<file path="src/rtl/gpt_pkg.sv">
package gpt_pkg;

    // Register index within a 4-word block
    typedef enum logic [1:0] {
        REG_COUNT  = 2'd0,
        REG_PRESET = 2'd1,
        REG_CTRL   = 2'd2,
        REG_SPARE  = 2'd3
    } gpt_reg_e;

    localparam int CTRL_EN_BIT = 0;
    localparam int CTRL_RL_BIT = 1;
    localparam int CTRL_LD_BIT = 2;

    typedef struct packed {
        logic reload;
        logic enable;
    } gpt_mode_t;

    typedef struct packed {
        logic wr_count;
        logic wr_preset;
        logic wr_ctrl;
    } gpt_wr_t;

    function automatic gpt_mode_t mode_from_word(input logic [2:0] w);
        gpt_mode_t m;
        m.enable = w[CTRL_EN_BIT];
        m.reload = w[CTRL_RL_BIT];
        return m;
    endfunction

    function automatic gpt_wr_t decode_wr(input logic hit, input logic [1:0] sel);
        gpt_wr_t d;
        d.wr_count  = hit && (sel == REG_COUNT);
        d.wr_preset = hit && (sel == REG_PRESET);
        d.wr_ctrl   = hit && (sel == REG_CTRL);
        return d;
    endfunction

endpackage

</file>
<file path="src/rtl/gpt_prescaler.sv">
module gpt_prescaler #(
    parameter int PS_W         = 16,
    parameter int RESET_RELOAD = 249
) (
    input  logic            clk,
    input  logic            rst,
    input  logic            run,
    input  logic            wr_value,
    input  logic            wr_reload,
    input  logic [PS_W-1:0] wdata,
    output logic [PS_W-1:0] value,
    output logic [PS_W-1:0] reload,
    output logic            tick
);
    localparam logic [PS_W-1:0] RST_VAL = PS_W'(RESET_RELOAD);

    assign tick = run && (value == '0) && !wr_value;

    always_ff @(posedge clk) begin
        if (rst) begin
            value  <= RST_VAL;
            reload <= RST_VAL;
        end else begin
            if (wr_reload)
                reload <= wdata;
            if (wr_value)
                value <= wdata;
            else if (run)
                value <= (value == '0) ? reload : value - PS_W'(1);
        end
    end
endmodule

</file>
<file path="src/rtl/gpt_channel.sv">
module gpt_channel
    import gpt_pkg::*;
#(
    parameter int DATA_W = 32
) (
    input  logic              clk,
    input  logic              rst,
    input  logic              tick,
    input  gpt_wr_t           wr,
    input  logic [DATA_W-1:0] wdata,
    output logic [DATA_W-1:0] count,
    output logic [DATA_W-1:0] preset,
    output gpt_mode_t         mode,
    output logic              underflow,
    output logic              irq
);
    logic load_cmd;

    assign load_cmd  = wr.wr_ctrl && wdata[CTRL_LD_BIT];
    assign underflow = tick && mode.enable && (count == '0) && !load_cmd && !wr.wr_count;

    always_ff @(posedge clk) begin
        if (rst) begin
            count  <= '0;
            preset <= '0;
            mode   <= '0;
            irq    <= 1'b0;
        end else begin
            irq <= underflow;
            if (wr.wr_preset)
                preset <= wdata;

            if (load_cmd)
                count <= preset;
            else if (wr.wr_count)
                count <= wdata;
            else if (tick && mode.enable) begin
                if (count == '0) begin
                    if (mode.reload)
                        count <= preset;
                end else begin
                    count <= count - DATA_W'(1);
                end
            end

            if (wr.wr_ctrl)
                mode <= mode_from_word(wdata[2:0]);
            else if (underflow && !mode.reload)
                mode.enable <= 1'b0;
        end
    end
endmodule

</file>
<file path="src/rtl/gpt_readback.sv">
module gpt_readback
    import gpt_pkg::*;
#(
    parameter int NUM_TIMERS = 2,
    parameter int DATA_W     = 32,
    parameter int PS_W       = 16,
    parameter int BLK_W      = 4
) (
    input  logic                                clk,
    input  logic                                rst,
    input  logic                                rd_en,
    input  logic [BLK_W-1:0]                    blk,
    input  logic [1:0]                          reg_sel,
    input  logic [PS_W-1:0]                     ps_value,
    input  logic [PS_W-1:0]                     ps_reload,
    input  logic [NUM_TIMERS-1:0][DATA_W-1:0]   cnt_all,
    input  logic [NUM_TIMERS-1:0][DATA_W-1:0]   preset_all,
    input  logic [NUM_TIMERS-1:0][1:0]          mode_all,
    output logic [DATA_W-1:0]                   rdata
);
    logic [DATA_W-1:0] mux;

    always_comb begin
        mux = '0;
        if (blk == '0) begin
            case (reg_sel)
                REG_COUNT:  mux = DATA_W'(ps_value);
                REG_PRESET: mux = DATA_W'(ps_reload);
                default:    mux = '0;
            endcase
        end
        for (int i = 0; i < NUM_TIMERS; i++) begin
            if (blk == BLK_W'(i + 1)) begin
                case (reg_sel)
                    REG_COUNT:  mux = cnt_all[i];
                    REG_PRESET: mux = preset_all[i];
                    REG_CTRL:   mux = DATA_W'(mode_all[i]);
                    default:    mux = '0;
                endcase
            end
        end
    end

    always_ff @(posedge clk) begin
        if (rst)
            rdata <= '0;
        else if (rd_en)
            rdata <= mux;
    end
endmodule

</file>
<file path="src/rtl/gp_timer_unit.sv">
module gp_timer_unit
    import gpt_pkg::*;
#(
    parameter int NUM_TIMERS = 2,
    parameter int DATA_W     = 32,
    parameter int PS_W       = 16,
    parameter int ADDR_W     = 6,
    parameter int CLK_HZ     = 250_000_000,
    parameter int TICK_HZ    = 1_000_000
) (
    input  logic                  clk,
    input  logic                  rst,
    input  logic                  bus_sel,
    input  logic                  bus_wr,
    input  logic [ADDR_W-1:0]     bus_addr,
    input  logic [DATA_W-1:0]     bus_wdata,
    output logic [DATA_W-1:0]     bus_rdata,
    output logic [NUM_TIMERS-1:0] irq
);
    localparam int BLK_W    = ADDR_W - 2;
    localparam int PS_RESET = CLK_HZ / TICK_HZ - 1;

    logic [BLK_W-1:0] blk;
    logic [1:0]       reg_sel;
    logic             wr_any;

    assign blk     = bus_addr[ADDR_W-1:2];
    assign reg_sel = bus_addr[1:0];
    assign wr_any  = bus_sel && bus_wr;

    logic            tick;
    logic            run;
    logic            ps_wr_value;
    logic            ps_wr_reload;
    logic [PS_W-1:0] ps_value;
    logic [PS_W-1:0] ps_reload;

    assign ps_wr_value  = wr_any && (blk == '0) && (reg_sel == REG_COUNT);
    assign ps_wr_reload = wr_any && (blk == '0) && (reg_sel == REG_PRESET);

    gpt_prescaler #(.PS_W(PS_W), .RESET_RELOAD(PS_RESET)) u_prescaler (
        .clk      (clk),
        .rst      (rst),
        .run      (run),
        .wr_value (ps_wr_value),
        .wr_reload(ps_wr_reload),
        .wdata    (bus_wdata[PS_W-1:0]),
        .value    (ps_value),
        .reload   (ps_reload),
        .tick     (tick)
    );

    logic [NUM_TIMERS-1:0][DATA_W-1:0] cnt_all;
    logic [NUM_TIMERS-1:0][DATA_W-1:0] preset_all;
    logic [NUM_TIMERS-1:0][1:0]        mode_all;
    logic [NUM_TIMERS-1:0]             en_vec;
    logic [NUM_TIMERS-1:0]             rl_vec;
    logic [NUM_TIMERS-1:0]             ctrl_wr_vec;
    logic [NUM_TIMERS-1:0]             cnt_wr_vec;
    logic [NUM_TIMERS-1:0]             uf_vec;

    for (genvar g = 0; g < NUM_TIMERS; g++) begin : g_ch
        gpt_wr_t   wr_g;
        gpt_mode_t mode_g;

        assign wr_g = decode_wr(wr_any && (blk == BLK_W'(g + 1)), reg_sel);

        gpt_channel #(.DATA_W(DATA_W)) u_ch (
            .clk      (clk),
            .rst      (rst),
            .tick     (tick),
            .wr       (wr_g),
            .wdata    (bus_wdata),
            .count    (cnt_all[g]),
            .preset   (preset_all[g]),
            .mode     (mode_g),
            .underflow(uf_vec[g]),
            .irq      (irq[g])
        );

        assign mode_all[g]    = mode_g;
        assign en_vec[g]      = mode_g.enable;
        assign rl_vec[g]      = mode_g.reload;
        assign ctrl_wr_vec[g] = wr_g.wr_ctrl;
        assign cnt_wr_vec[g]  = wr_g.wr_count;
    end

    assign run = |en_vec;

    gpt_readback #(
        .NUM_TIMERS(NUM_TIMERS), .DATA_W(DATA_W), .PS_W(PS_W), .BLK_W(BLK_W)
    ) u_readback (
        .clk       (clk),
        .rst       (rst),
        .rd_en     (bus_sel && !bus_wr),
        .blk       (blk),
        .reg_sel   (reg_sel),
        .ps_value  (ps_value),
        .ps_reload (ps_reload),
        .cnt_all   (cnt_all),
        .preset_all(preset_all),
        .mode_all  (mode_all),
        .rdata     (bus_rdata)
    );
endmodule

</file>
<file path="config.mk">
export PLATFORM = sky130hd
export DESIGN_NAME = gp_timer_unit
export DESIGN_NICKNAME = d
export VERILOG_FILES = /design/src/rtl/gpt_pkg.sv /design/src/rtl/gpt_prescaler.sv /design/src/rtl/gpt_channel.sv /design/src/rtl/gpt_readback.sv /design/src/rtl/gp_timer_unit.sv
export SDC_FILE = /design/constraint.sdc
export NUM_CORES = 1
export LEC_CHECK = 0
export ABC_AREA = 1
export BUFFER_PORTS_ARGS = -buffer_cell sky130_fd_sc_hd__buf_2
export CAP_MARGIN = 20
export CORE_ASPECT_RATIO = 0.6
export CORE_MARGIN = 8
export CORE_UTILIZATION = 45
export CTS_CLUSTER_SIZE = 16
export DETAILED_ROUTE_END_ITERATION = 10
export PLACE_DENSITY = 0.71
export SYNTH_ARGS = -nofsm -noshare
export SYNTH_HDL_FRONTEND = slang
export SYNTH_SLANG_ARGS = --single-unit
</file>
<file path="constraint.sdc">
create_clock -name clk -period 2.9 [get_ports clk]
set_input_delay 0.87 -clock clk [delete_from_list [all_inputs] [get_ports clk]]
set_output_delay 0.87 -clock clk [all_outputs]
set_load 0.01 [all_outputs]
</file>
==> results.toml, run 1 <==
[status]
status = "complete, no violations"

[clock_network]
cts_root_buf = "clkbuf_16"
numCtsBuffers = 17
numClockSinks = 198
hold_buffers = 0
worstSkewPairLatency_ns = 0.47
clockBufferDepth = 2
cts_resized = 0
cts_tree = "done"
htree_levels = 4
clk_pin_slew_ns = 0.08
cts_setup_buffers = 0

[critical_path]
ff2ff_setup_slack_ns = 0.32
reg2reg_to = "g_ch[0].u_ch.count[24]$_SDFFE_PP0P_"
crit_start = "g_ch[0].u_ch.count[0]$_SDFFE_PP0P_"
cp.required_ns = 3.30
reg2regPathDepth = 11
cpPeakStageDelay_ns = 0.45
critical_path_depth = 11
crit_slowest_cell = "nor2_1"
crit_path_max_fanout = 5
critPathTopFamily = "simple AND/OR/NAND/NOR gates"
critPathCapture = "g_ch[0].u_ch.count[24]$_SDFFE_PP0P_"
cp_cell_sequence = "inv_1, ha_1, inv_1, nor2_1, nand2_1, nor2_1, xor2_1, nand2_1, nand2_1, a21oi_1, nor2_1"
start_kind = "flip-flop"
crit_buf_inv = 2
crit_type = "reg -> reg"
crit_path_end_kind = "flip-flop"
r2r-start = "g_ch[0].u_ch.count[0]$_SDFFE_PP0P_"
arrival_ns = 2.98

[yosys]
synth_area_um2 = 12300
avgSynthCellArea_um2 = 6.16
ys_seq_area_share_pct = 32.3
synth_simple_gate_area_share_pct = 29.2
synth_edf_count = 0
yosysUniqueCellTypes = 39
synth_fa_ha_area_share_pct = 0.611
synth_nets = 2043
synth_xor_area_share_pct = 2.71
yosysWarnings = 0
synth_cells = 1995
synth_compound_area_share_pct = 23.6
async_reset_ff_share_pct = 0
synth_flop_cell = "dfxtp_1"
synth.area.mux_share_pct = 0
synth_top_family_by_area = "simple AND/OR/NAND/NOR gates"
ys_ff_latch = 198

[placed_design]
dpl.cell_count = 2381
gp_congestion = 1.05
dp_hpwl_um = 33600
portBuffers = 75

[power_and_ir_drop]
seqPwrFrac_pct = 45.8
pwr-share-clk_pct = 40.6
power_switching_mw = 1.82
comb_power_share_pct = 13.6
vdd_drop_max_mv = 0.410
p_leak_nw = 6.37
power_mw = 6.03
swShare_pct = 30.1
p_int_mw = 4.22
p_per_area_nw_per_um2 = 440

[die]
start_util_pct = 45.1
fp.dieH_um = 144
die_area_um2 = 33000
rows = 47
io_pins = 76
core_area_um2 = 27200
fp.dieW_um = 229

[global_routing]
grt_pass1_wl_um = 71400
antenna_found_initial = 0
grt_pass1_vias = 12500
track_usage_pct = 27.3
grt_start_max_net_pins = 67
grt-ovfl-total = 0

[timing]
fmax_mhz = 388
finalSetupViolCount = 0
slew_headroom_pct = 44.8
rsz0062_at_grt = "no"
drv_slew = 0
fin_setup_tns_ns = 0
fin_hold_ws_ns = 0.465
fin_crit_sh_pct = 88.9
min_period_ns = 2.58
hold_viol = 0
worst_pin_slew_ns = 0.828
skew_ns = 0.00951

[layout]
multi_input_area_um2 = 6900
num_antenna_cells = 0
area_delta_synth_final_pct = 11.5
fin_util_pct = 50.3
fill_cells = 2846
seqCellArea_um2 = 3960
finalNetCount = 2081
final_layout_size_suffix_gt1_share_pct = 11.2
fin_cells = 2413

[drt]
num_vias = 13900
antenna_left = 0
drt_iter0_drc = 2040
drc_errors = 0
wl_per_cell_um = 19.0
firstDrtPassIters = 6
viasPerCell = 5.75
routed_wl_um = 45900

[run]
drv_cap = 0

[worst_hold_path]
hp-class = "reg -> reg"
==> worst min-delay path by stage <==
stage | start | to | slack [ns] | depth (start not counted)
2_1_floorplan | u_prescaler.reload[9]$_SDFFE_PP0P_ | u_prescaler.reload[9]$_SDFFE_PP0P_ | 0.44 | 2
3_3_place_gp | u_prescaler.reload[9]$_SDFFE_PP0P_ | u_prescaler.reload[9]$_SDFFE_PP0P_ | 0.45 | 2
3_5_place_dp | u_readback.rdata[10]$_SDFFE_PP0P_ | u_readback.rdata[10]$_SDFFE_PP0P_ | 0.46 | 2
4_1_cts | u_readback.rdata[10]$_SDFFE_PP0P_ | u_readback.rdata[10]$_SDFFE_PP0P_ | 0.47 | 2
5_1_grt | u_readback.rdata[10]$_SDFFE_PP0P_ | u_readback.rdata[10]$_SDFFE_PP0P_ | 0.49 | 2
6_report | u_readback.rdata[10]$_SDFFE_PP0P_ | u_readback.rdata[10]$_SDFFE_PP0P_ | 0.46 | 2
==> cell families (layout without fill, tap and decap cells) <==
family                     after synthesis  after routing
buffers and inverters                  357            408
AOI/OAI and AO/OA                      528            528
DFF                                    198            198
adders and majority gates                6              6
and+or+nand+nor                        868            868
xor gates and xnor gates                38             38
==> cell usage after synthesis (11+ instances only) <==
master,number,area [um2]
buf_1,11,41.3
nand2_1,562,2110
nand4_1,15,93.8
o211ai_1,17,128
o21ai_1,20,100
a21oi_1,169,846
nand3_1,84,420
buf_2,14,70.1
nor2_1,158,593
nor2_2,17,106
dfxtp_1,198,3960
inv_1,240,901
xor2_1,35,307
o22ai_1,58,363
clkbuf_1,68,255
o21ai_0,223,1120
a31o_2,16,140
==> metrics by stage <==
| step | worst slack, ns | cell area (um2) |
|---|---|---|
| floorplan | 0.693 | 12300 |
| CTS | 0.461 | 13700 |
| global placement | 0.288 | 13100 |
| finish | 0.321 | 13700 |
| detailed placement | 0.240 | 13100 |
| global route | 0.228 | 13700 |
==> metal layers <==
| layer | GRT usage, % | up-vias | share of wire, % | routed length, um |
|---|---|---|---|---|
| met4 | 8.86 | 0 | 2.5 | 1130 |
| met1 | 40.2 | 6385 | 45 | 20700 |
| met3 | 6.86 | 91 | 13 | 6150 |
| li1 | - | 6546 | - | - |
| met2 | 38.2 | 853 | 39 | 17900 |
| met5 | 0 | - | 0 | 0 |
==> flip-flops by register name (all words and copies together) (netlist names) <==
signal,count
g_ch.u_ch.mode,4
u_prescaler.value,16
g_ch.u_ch.count,64
u_readback.rdata,32
u_prescaler.reload,16
g_ch.u_ch.preset,64
g_ch.u_ch.irq,2
==> area by class of cell <==
cell class	count	area share (%)
Sequential cell	198	28.9
Clock buffer	18	3.20
Tap cell	367	3.35
Multi-Input combinational cell	1440	50.4
Timing Repair Buffer	126	6.26
Inverter	250	6.87
Clock inverter	14	1.04
==> power groups by stage <==
stage	Sequential [mW]	Combinational [mW]	Clock [mW]
5_1_grt	2.77	0.887	2.57
3_3_place_gp	2.83	0.779	0
2_1_floorplan	2.83	0.485	0
4_1_cts	2.76	0.792	2.47
6_report	2.76	0.820	2.45
3_5_place_dp	2.83	0.785	0
==> worst min-delay path, cell delays in order, from the launching register on <==
cell and delay [ns]:
dfxtp_1 0.31, nand2_1 0.06, a21oi_1 0.06
==> placed cells by master (no fill, tap or decap), types with 3 or more instances in the layout <==
master	count
nand2_1	561
o221ai_1	10
o21ai_0	223
nand2_4	3
clkbuf_16	17
a41oi_1	3
buf_4	43
xnor2_1	3
nand4_1	15
clkinv_4	4
xor2_1	35
nand3_2	4
a31o_2	16
a21oi_1	169
o211ai_1	17
inv_6	4
o22ai_1	58
buf_12	8
dfxtp_1	198
nor2_2	17
o21ai_1	20
nor3_1	8
a31oi_1	6
inv_2	10
buf_2	75
nand3_1	84
nor2_1	157
nor2_4	10
ha_1	6
nand2_2	6
inv_1	238
Note: power is estimated with default switching activity, not from simulation.
==> run 2, diff against run 1 <==
--- a/config.mk
+++ b/config.mk
@@ -13,7 +13,8 @@
 export CORE_UTILIZATION = 45
 export CTS_CLUSTER_SIZE = 16
 export DETAILED_ROUTE_END_ITERATION = 10
-export PLACE_DENSITY = 0.71
+export PLACE_DENSITY_LB_ADDON = 0.15
+export SETUP_SLACK_MARGIN = 0.5
 export SYNTH_ARGS = -nofsm -noshare
 export SYNTH_HDL_FRONTEND = slang
 export SYNTH_SLANG_ARGS = --single-unit
==> run 2 against run 1 <==
  * Fmax grew 12%
  * Global-route usage grew 0.84 points
  * Flip-flop and latch count is the same
  * Sequential share of layout area decreased by 0.12 points
  * Total power grew 1.4%
  * Clock power grew 4%
  * First-iteration DRC count shrank 20%
  * Die area is the same
  * Critical path type is now in -> reg
  * Largest cell class unchanged
  * Largest power group unchanged
==> results.toml, run 2 (synthesis results as in run 1) <==
[status]
status = "complete, no violations"

[die]
fp.dieW_um = 229
io_pins = 76
core_area_um2 = 27200
start_util_pct = 45.1
rows = 47
fp.dieH_um = 144
die_area_um2 = 33000

[drt]
firstDrtPassIters = 5
drt_iter0_drc = 1640
viasPerCell = 5.66
wl_per_cell_um = 19.5
routed_wl_um = 47000
num_vias = 13700
drc_errors = 0
antenna_left = 0

[critical_path]
crit_path_max_fanout = 17
reg2regPathDepth = 12
start_kind = "primary input"
cp.required_ns = 3.25
cp_cell_sequence = "buf_2, nor2_4, nand2_1, nor2_4, nand3_2, inv_2, nor2_2, buf_4, nand3_1, o21ai_0, nand2_1, a21oi_1"
arrival_ns = 2.65
crit_type = "in -> reg"
crit_slowest_cell = "o21ai_0"
reg2reg_to = "g_ch[0].u_ch.count[24]$_SDFFE_PP0P_"
crit_path_end_kind = "flip-flop"
cpPeakStageDelay_ns = 0.24
r2r-start = "u_prescaler.value[0]$_SDFFE_PP1P_"
ff2ff_setup_slack_ns = 0.64

[timing]
finalSetupViolCount = 0
slew_headroom_pct = 52.1
drv_slew = 0
worst_pin_slew_ns = 0.718
hold_viol = 0
rsz0062_at_grt = "yes"
fin_crit_sh_pct = 79.2
fmax_mhz = 435
fin_setup_tns_ns = 0
skew_ns = 0.00833
min_period_ns = 2.30
fin_hold_ws_ns = 0.471

[layout]
mostFrequentLayoutCells = "nand2_1, inv_1, o21ai_0, dfxtp_1, a21oi_1"
fill_cells = 2820
final_common_cell = "nand2_1"
fin_util_pct = 50.5
finalNetCount = 2081
final_layout_size_suffix_gt1_share_pct = 11.3
reg.largest.list = "g_ch.u_ch.count x64, g_ch.u_ch.preset x64, u_readback.rdata x32"
area_delta_synth_final_pct = 12.0

[clock_network]
worstSkewPairLatency_ns = 0.46
hold_buffers = 0
clk_pin_slew_ns = 0.08
numClockSinks = 198
clockBufferDepth = 2
cts_root_buf = "clkbuf_16"
numCtsBuffers = 17
cts_setup_buffers = 0
cts_tree = "done"
cts_resized = 0
htree_levels = 4

[placed_design]
gp_congestion = 0.998
portBuffers = 75
dp_hpwl_um = 34400

[global_routing]
grt_start_max_net_pins = 67
grt_pass1_vias = 12500
grt_pass1_wl_um = 72800
use_met1_pct = 41.5
antenna_found_initial = 0
use_met3_pct = 6.39
grt_busiest_layer = "met1"
grt_util_met2_pct = 39.2
grt-ovfl-total = 0
track_usage_pct = 28.2

[power_and_ir_drop]
p_per_area_nw_per_um2 = 445
p_leak_nw = 6.36
vdd_drop_max_mv = 0.358

[worst_hold_path]
holdPathStages = 2
hold_path.startpoint = "u_readback.rdata[2]$_SDFFE_PP0P_"
hp-class = "reg -> reg"
hold_end = "u_readback.rdata[2]$_SDFFE_PP0P_"

[run]
drv_cap = 0
[run 2: cell types whose count changed in the layout (fill, tap and decap cells not counted), moves of 2 or more]
cell	delta
clkinvlp_4	+4
buf_6	+2
inv_8	-2
nor2_1	-2
diode_2	+2
clkinv_4	-4
nor2_4	+2
[run 2: how the worst max path moves through the flow]
stage	cells after the start	endpoint	from
after floorplan	13	g_ch[1].u_ch.count[17]$_SDFFE_PP0P_	bus_addr[5]
after global placement	12	g_ch[0].u_ch.count[25]$_SDFFE_PP0P_	bus_addr[5]
after detailed placement	13	g_ch[1].u_ch.count[28]$_SDFFE_PP0P_	bus_addr[5]
after CTS	11	g_ch[1].u_ch.count[26]$_SDFFE_PP0P_	g_ch[1].u_ch.count[0]$_SDFFE_PP0P_
after global routing	12	g_ch[0].u_ch.count[24]$_SDFFE_PP0P_	bus_addr[5]
final	12	g_ch[0].u_ch.count[25]$_SDFFE_PP0P_	bus_addr[5]
[run 2: metrics by stage]
stage                     power, mW  std cells  area, um2  setup slack (ns)
after detailed placement       3.61       2381      13100             0.208
final                          6.12       2415      13800             0.603
after floorplan                3.31       1995      12300             0.693
after global routing           6.31       2413      13800             0.496
after CTS                      6.10       2413      13700             0.563
after global placement         3.61       2381      13100             0.253
[run 2: power breakdown]
| group | total [mW] | switching (mW) | internal [mW] |
|---|---|---|---|
| logic | 0.817 | 0.580 | 0.237 |
| clock network | 2.54 | 1.20 | 1.33 |
| registers | 2.76 | 0.0220 | 2.74 |
[run 2: final cells by class]
type	instances	area [um2]	share of cell area, %
inverters	250	945	6.86
flip-flops and latches	198	3960	28.8
repair buffers	126	853	6.20
clock inverters	12	141	1.03
well taps	367	459	3.34
multi-input cells	1440	6940	50.4
diodes	2	5.00	0.0364
clock buffers	20	457	3.32
[run 2: per-layer routing]
| layer | routed length, um | part of all wire (%) | vias up |
|---|---|---|---|
| met5 | 0 | 0 | - |
| li1 | - | - | 6550 |
| met1 | 21900 | 47 | 6271 |
| met2 | 18500 | 39 | 755 |
| met3 | 5250 | 11 | 96 |
| met4 | 1380 | 2.9 | 0 |
[run 2: worst max-delay path, delay by kind of cell]
family	cells	cell delay, ns
buffers and inverters	3	0.46
AND/OR/NAND/NOR	7	1.01
AO/OA/AOI/OAI	2	0.31
==> run 3, diff against run 2 <==
==> constraint.sdc (replaced) <==
create_clock -name clk -period 2.3 [get_ports clk]
set_input_delay 0.69 -clock clk [delete_from_list [all_inputs] [get_ports clk]]
set_output_delay 0.69 -clock clk [all_outputs]
set_load 0.01 [all_outputs]
==> run 3 against run 2 <==
  * Sequential power grew 26%
  * Utilization grew 11 points
  * Sequential share of layout area shrank 4.6 points
  * Non-clock buffer count grew 164
  * Clock-buffer cell count shrank 3
  * Wire length grew 14%
  * Largest cell class unchanged
==> results.toml, run 3 (synthesis results as in run 1) <==
[timing]
rsz0062_at_grt = "yes"
fin_crit_sh_pct = 85.8
slew_headroom_pct = 60.1
worst_pin_slew_ns = 0.598
hold_viol = 0
skew_ns = 0.0109
finalSetupViolCount = 0
fin_setup_tns_ns = 0
fmax_mhz = 507
drv_slew = 0
min_period_ns = 1.97
fin_hold_ws_ns = 0.464

[die]
start_util_pct = 45.1
core_area_um2 = 27200
fp.dieW_um = 229
fp.dieH_um = 144
io_pins = 76
rows = 47
die_area_um2 = 33000

[layout]
area_delta_synth_final_pct = 35.3
final_common_cell = "nand2_1"
final_area_um2 = 16600
num_antenna_cells = 0
final_layout_size_suffix_gt1_share_pct = 28.0
mostFrequentLayoutCells = "nand2_1, inv_1, o21ai_0, dfxtp_1, buf_4"
finalNetCount = 2250
fin_util_pct = 61.1
fill_cells = 2486
reg.largest.list = "g_ch.u_ch.count x64, g_ch.u_ch.preset x64, u_readback.rdata x32"

[critical_path]
arrival_ns = 2.31
start_kind = "flip-flop"
ff2ff_setup_slack_ns = 0.33
crit_type = "reg -> reg"
reg2reg_to = "g_ch[1].u_ch.count[21]$_SDFFE_PP0P_"
critPathMostFrequentCell = "nand2_2"
critPathTopFamily = "simple AND/OR/NAND/NOR gates"
cp.required_ns = 2.63
crit_buf_inv = 3
cpPeakStageDelay_ns = 0.35
crit_path_max_fanout = 5
reg2regPathDepth = 14
crit_path_end_kind = "flip-flop"
cp_cell_sequence = "nor2_2, nand2_2, nor2_1, nand2_1, nor2_4, nand2_2, nand2_4, nand2_8, buf_12, buf_16, nand2_2, inv_1, nand2_1, a21oi_2"
crit_start = "g_ch[1].u_ch.count[4]$_SDFFE_PP0P_"
crit_slowest_cell = "dfxtp_2"
r2r-start = "g_ch[1].u_ch.count[4]$_SDFFE_PP0P_"

[clock_network]
numCtsBuffers = 17
numClockSinks = 198
cts_tree = "done"
cts_root_buf = "clkbuf_16"
worstSkewPairLatency_ns = 0.47
hold_buffers = 0
clockBufferDepth = 2
htree_levels = 4
clk_pin_slew_ns = 0.08

[drt]
antenna_left = 0
firstDrtPassIters = 6
drt_iter0_drc = 2073
num_vias = 15000
drc_errors = 0
wl_per_cell_um = 20.7
viasPerCell = 5.80
routed_wl_um = 53500

[worst_hold_path]
hold_end = "u_readback.rdata[3]$_SDFFE_PP0P_"
holdPathStages = 2
hold_path.startpoint = "u_readback.rdata[3]$_SDFFE_PP0P_"
hp-class = "reg -> reg"

[power_and_ir_drop]
vdd_drop_max_mv = 0.594
power_mw = 7.89
pwr-share-clk_pct = 38.2
seqPwrFrac_pct = 44.1
swShare_pct = 31.4
p_per_area_nw_per_um2 = 475
p_leak_nw = 7.64
power_switching_mw = 2.47
comb_power_share_pct = 17.7
p_int_mw = 5.42

[global_routing]
antenna_found_initial = 0
grt_pass1_wl_um = 77400
grt_start_max_net_pins = 82
track_usage_pct = 30.0
grt_pass1_vias = 13300
grt-ovfl-total = 0

[run]
drv_cap = 0

[status]
status = "complete, no violations"

[placed_design]
portBuffers = 75
gp_congestion = 1.01
dp_hpwl_um = 35400
postPlaceCellArea_um2 = 13700
-- run 3: cell count changes in the layout (fill, tap and decap cells not counted), sizes merged --
cell      before  now
buf          126  279
bufinv         2    0
clkbuf        20   28
clkinv         1    6
clkinvlp       6    8
diode          2    0
inv          253  255
nand2        570  571
-- run 3: power by group through the flow --
stage               clock network (mW)  logic [mW]  registers [mW]
global placement                     0        1.05            3.56
finish                            3.01        1.40            3.48
floorplan                            0       0.638            3.57
global route                      3.17        1.47            3.49
detailed placement                   0        1.07            3.56
CTS                               3.03        1.21            3.48
-- run 3: what timing repair did --
item / CTS / global route
cloned: 11 / 14
pin swaps: 35 / 68
setup endpoints to repair: 79 / 134
buffers inserted: 51 / 35
gates resized for setup: 164 / 212
-- run 3: through the flow --
| stage | setup slack [ns] | cells |
|---|---|---|
| after floorplan | 0.358 | 1995 |
| after global placement | 0.0160 | 2439 |
| after detailed placement | -0.0350 | 2439 |
| after CTS | 0.399 | 2533 |
| after global routing | 0.222 | 2582 |
| final | 0.327 | 2582 |
-- run 3: metal layers --
metal | routed length (um) | vias up | part of all wire (%) | global-route usage (%)
met2 | 21900 | 953 | 41 | 42.5
met5 | 0 | - | 0 | 0
met4 | 1310 | 0 | 2.4 | 8.99
met1 | 23300 | 7002 | 44 | 43.4
li1 | - | 6913 | - | -
met3 | 7000 | 105 | 13 | 8.15
-- run 3: how the worst max path moves through the flow --
stage / slack [ns] / cells past startpoint / endpoint
global route: 0.22 / 12 / g_ch[1].u_ch.count[9]$_SDFFE_PP0P_
CTS: 0.40 / 15 / g_ch[1].u_ch.count[22]$_SDFFE_PP0P_
finish: 0.33 / 14 / g_ch[1].u_ch.count[21]$_SDFFE_PP0P_
floorplan: 0.36 / 12 / g_ch[1].u_ch.count[31]$_SDFFE_PP0P_
detailed placement: -0.04 / 13 / g_ch[0].u_ch.count[24]$_SDFFE_PP0P_
global placement: 0.02 / 12 / g_ch[0].u_ch.count[17]$_SDFFE_PP0P_
-- run 3: cell type report --
class	count	area [um2]	area share (%)
clock buffers	17	425	2.56
inverters	250	978	5.89
clock inverters	15	138	0.828
well taps	367	459	2.76
flip-flops and latches	198	4020	24.2
repair inverters	4	30.0	0.181
repair buffers	290	2820	17.0
multi-input cells	1441	7750	46.7
-- run 3: tightest hold or removal path, cell delays in order (launching register included) --
cell	delay [ns]
dfxtp_1	0.31
nand2_1	0.06
a21oi_1	0.05
